### src/rtl/hz_pkg.sv
package hz_pkg;

   // Number of downstream stages that can hold a pending register write.
   localparam int unsigned HZ_STAGES = 3;

   // Slot order inside the destination arrays.
   typedef enum int unsigned {
      HZ_EX  = 0,
      HZ_MEM = 1,
      HZ_WB  = 2
   } hz_stage_e;

endpackage

### src/rtl/hz_src_match.sv
// One source operand compared against every downstream destination.
module hz_src_match #(
   parameter int unsigned AW         = 5,
   parameter int unsigned NSTG       = 3,
   parameter bit          ZERO_FIXED = 1'b1
) (
   input  logic [AW-1:0] src_idx,
   input  logic          src_use,
   input  logic [AW-1:0] dst_idx [NSTG],
   input  logic [NSTG-1:0] dst_we,
   output logic          hit
);

   if (AW < 1) begin : g_bad_aw
      $error("hz_src_match: AW must be at least 1");
   end
   if (NSTG < 1) begin : g_bad_nstg
      $error("hz_src_match: NSTG must be at least 1");
   end

   logic [NSTG-1:0] stage_hit;
   logic            live;

   for (genvar s = 0; s < NSTG; s++) begin : g_stage
      assign stage_hit[s] = dst_we[s] && (dst_idx[s] == src_idx);
   end

   // Variant choice: a hard-wired zero register can never be a hazard.
   if (ZERO_FIXED) begin : g_zero_fixed
      assign live = src_use && (src_idx != '0);
   end else begin : g_zero_plain
      assign live = src_use;
   end

   assign hit = live && (|stage_hit);

endmodule

### src/rtl/hz_stall_ctrl.sv
// Turns per-source match flags into freeze/bubble controls.
module hz_stall_ctrl #(
   parameter int unsigned NSRC = 2
) (
   input  logic [NSRC-1:0] src_hit,
   output logic            pc_we,
   output logic            ifid_we,
   output logic            idex_bubble
);

   if (NSRC < 1) begin : g_bad_nsrc
      $error("hz_stall_ctrl: NSRC must be at least 1");
   end

   logic stall;

   always_comb begin
      stall       = |src_hit;
      pc_we       = !stall;
      ifid_we     = !stall;
      idex_bubble = stall;
   end

endmodule

### src/rtl/raw_interlock.sv
module raw_interlock
   import hz_pkg::*;
#(
   parameter int unsigned REG_AW         = 5,
   parameter bit          ZERO_REG_FIXED = 1'b1
) (
   input  logic [REG_AW-1:0] src_a_idx,
   input  logic              src_a_use,
   input  logic [REG_AW-1:0] src_b_idx,
   input  logic              src_b_use,
   input  logic [REG_AW-1:0] ex_dst_idx,
   input  logic              ex_dst_we,
   input  logic [REG_AW-1:0] mem_dst_idx,
   input  logic              mem_dst_we,
   input  logic [REG_AW-1:0] wb_dst_idx,
   input  logic              wb_dst_we,
   output logic              pc_we,
   output logic              ifid_we,
   output logic              idex_bubble
);

   localparam int unsigned NSRC = 2;

   if (REG_AW < 1 || REG_AW > 8) begin : g_bad_aw
      $error("raw_interlock: REG_AW must lie in 1..8");
   end

   logic [REG_AW-1:0]    dst_idx [HZ_STAGES];
   logic [HZ_STAGES-1:0] dst_we;
   logic                 hit_a;
   logic                 hit_b;

   assign dst_idx[HZ_EX]  = ex_dst_idx;
   assign dst_idx[HZ_MEM] = mem_dst_idx;
   assign dst_idx[HZ_WB]  = wb_dst_idx;
   assign dst_we[HZ_EX]   = ex_dst_we;
   assign dst_we[HZ_MEM]  = mem_dst_we;
   assign dst_we[HZ_WB]   = wb_dst_we;

   hz_src_match #(
      .AW(REG_AW), .NSTG(HZ_STAGES), .ZERO_FIXED(ZERO_REG_FIXED)
   ) u_cmp_a (
      .src_idx(src_a_idx), .src_use(src_a_use),
      .dst_idx(dst_idx), .dst_we(dst_we), .hit(hit_a)
   );

   hz_src_match #(
      .AW(REG_AW), .NSTG(HZ_STAGES), .ZERO_FIXED(ZERO_REG_FIXED)
   ) u_cmp_b (
      .src_idx(src_b_idx), .src_use(src_b_use),
      .dst_idx(dst_idx), .dst_we(dst_we), .hit(hit_b)
   );

   hz_stall_ctrl #(.NSRC(NSRC)) u_ctl (
      .src_hit({hit_b, hit_a}),
      .pc_we(pc_we), .ifid_we(ifid_we), .idex_bubble(idex_bubble)
   );

   // Checks across the comparator and control sub-blocks.
   always_comb begin
      if (!src_a_use) begin
         p_unused_a_r5: assert (!hit_a);
      end
      if (!src_b_use) begin
         p_unused_b_r5: assert (!hit_b);
      end
      if (ZERO_REG_FIXED && src_a_idx == '0) begin
         p_zero_a_r4: assert (!hit_a);
      end
      if (ZERO_REG_FIXED && src_b_idx == '0) begin
         p_zero_b_r4: assert (!hit_b);
      end
      if (dst_we == '0) begin
         p_no_writer_r3: assert (!hit_a && !hit_b);
      end
      if (hit_a || hit_b) begin
         p_freeze_r6: assert (!pc_we && !ifid_we && idex_bubble);
      end else begin
         p_flow_r7: assert (pc_we && ifid_we && !idex_bubble);
      end
   end

endmodule

### config.mk
export PLATFORM = sky130hd
export DESIGN_NAME = raw_interlock
export DESIGN_NICKNAME = d
export VERILOG_FILES = /design/src/rtl/hz_pkg.sv /design/src/rtl/hz_src_match.sv /design/src/rtl/hz_stall_ctrl.sv /design/src/rtl/raw_interlock.sv
export SDC_FILE = /design/constraint.sdc
export NUM_CORES = 1
export LEC_CHECK = 0
export BUFFER_PORTS_ARGS = -buffer_cell sky130_fd_sc_hd__buf_2
export CAP_MARGIN = 0
export CORE_AREA = 2 2 39 41
export DETAILED_ROUTE_END_ITERATION = 16
export DIE_AREA = 0 0 41 43
export PLACE_DENSITY_LB_ADDON = 0.05
export SLEW_MARGIN = 10
export SYNTH_ARGS = -nofsm -noshare
export SYNTH_HDL_FRONTEND = slang
export SYNTH_SLANG_ARGS = --single-unit
### constraint.sdc
create_clock -name vclk -period 1.8
set_input_delay 0.18 -clock vclk [all_inputs]
set_output_delay 0.18 -clock vclk [all_outputs]
set_load 0.1 [all_outputs]
==> run metrics <==
CP Launch Type primary input; Peak Freq 587 MHz; post-synthesis cell type count 10; Leak 0.285 nW; share of layout cells above drive strength 1 44.6%; sequential cells 0; Tcrit/Tclk final 94.7%; number of setup buffers added after CTS 0; Synth Area in Simple Gates 24.4%; GR Overflow Total 0; run status complete, no violations; crit path max fanout 4; area delta synth->final 63.8%; Antenna Nets Post-Route 0; Final #Nets 115; largest net degree at the start of global routing 5; Worst Path Required 1.62 ns; cell row count 14; total power draw 0.000174 W; Synth Cell Area 390 µm²; Routability Congestion 0.724; post-synthesis xor/xnor area fraction 67.3%; Vias 483; CP arrival 1.52 ns; CP peak stage delay 0.51 ns; hold-critical path depth 4; PwrDens 273 mW/mm²; Adder-Cell Fraction of Synth Area 0%; number of global-route vias before repair 423; worst hold path type in2out; Synth area leaders xor2_1 54%, xnor2_1 13%, nor4_1 9.6%; total track usage 14.5%; Reg area 0 µm²; Compound-Gate Fraction of Synth Area 6.41%; core area 0.00138 mm²; Yosys Warn Count 0; max-slew violation count 0; DIE AREA 0.00176 mm²; average size of a mapped cell 7.65 µm²; post-synth top area cell xor2_1; final std cells w/o fill 99; I/O pin count 33; antenna diode instance count 0; Slew HR 77.9%; first-pass GRT wire length 1780 µm; post-DR vias/cell 4.88; IR Drop Worst-Case VDD 103 µV; wire per inst 12.9 µm; crit path kind in2out; Final TNS setup 0 ns; Die X 41 µm; Worst path slowest cell or4_1; Core Util, Final 46.2%; main combinational cell family by area after synthesis XOR/XNOR gates; initial antenna violation count 0; Worst-Margin Slew 0.328 ns; min-delay src src_a_use; chip height 43 µm; DRC viols 0; Max Cap Viol 0; Finish-stage setup viols 0; crit path capture type primary output; WHS Endpoint idex_bubble; syn_nets 81; CP Cell Sequence buf_2 -> or4_1 -> o21ai_0 -> o22a_4 -> buf_12; sequential area share after synthesis 0%; synthesized instance count 51; clock buf count 0; dpl cells 99; unrepaired setup endpoints after global routing no; PortBufs 33; first-pass detailed-route iteration total 1; Fill cells 150; drt first-iter violations 0; post-synth top area share 53.8%; DRT Wirelength 1280 µm; Initial Utilization 28.2%; post-synthesis mux area share 0%; Final Hold Vio Count 0; final worst path period need 1.70 ns
power breakdown:
group          switching (W)  internal (W)
clock network              0             0
logic              0.0000959     0.0000784
registers                  0             0
worst max-delay path by stage:
stage / from / endpoint / cells past startpoint
final: src_b_idx[1] / pc_we / 5
after global routing: src_b_idx[1] / pc_we / 5
after CTS: src_b_idx[1] / pc_we / 5
after detailed placement: src_b_idx[1] / pc_we / 5
after global placement: src_b_idx[1] / pc_we / 5
after floorplan: mem_dst_idx[2] / idex_bubble / 5
cell usage after synthesis:
library cell,n
xor2_1,24
nand3_1,6
nor4_1,6
xnor2_1,6
and3_1,2
o21ai_0,2
or4_1,2
buf_4,1
o22a_1,1
o22ai_1,1
kinds of logic after synthesis:
family | after synthesis
buffers and inverters | 1
and+or+nand+nor | 16
AOI/OAI and AO/OA | 4
xor gates and xnor gates | 30
layer usage:
layer,global-route usage [%],wire length [µm],vias to the layer above
li1,-,-,246
met1,19.6,552,212
met2,25.9,603,25
met3,0,124,0
met4,0,0,0
met5,0,0,-
cells in the final DEF, fill, tap and decap left out:
cell type / instances
and3_4: 1
o21ai_1: 1
o21ai_0: 1
buf_12: 3
and3_1: 1
nor4_2: 1
or4_1: 2
o22ai_2: 1
o22a_4: 1
xnor2_1: 6
buf_2: 30
xor2_1: 24
nand3_1: 6
nor4_1: 5
layout make-up:
class | instances | area (µm²) | area share [%]
multi-input cells | 50 | 409 | 64.0
repair buffers | 33 | 210 | 32.9
well taps | 16 | 20.0 | 3.13
metrics by stage:
stage,setup WS [ns],area [µm²],hold WS (ns)
floorplan,-0.0993,413,0.789
global placement,0.0960,628,0.884
detailed placement,0.0845,628,0.885
CTS,0.0845,628,0.885
global route,0.00639,639,0.902
finish,0.0950,639,0.875
worst max-delay path, delay by kind of cell:
kind            cells  cell delay, ns
simple gates        1            0.51
buf+inv             2            0.30
compound gates      2            0.53
timing repair:
action	4_1_cts	5_1_grt
resized for setup	0	2
endpoints found under the setup margin	0	2
hold buffers	0	0
(Power assumes the default switching activity.)
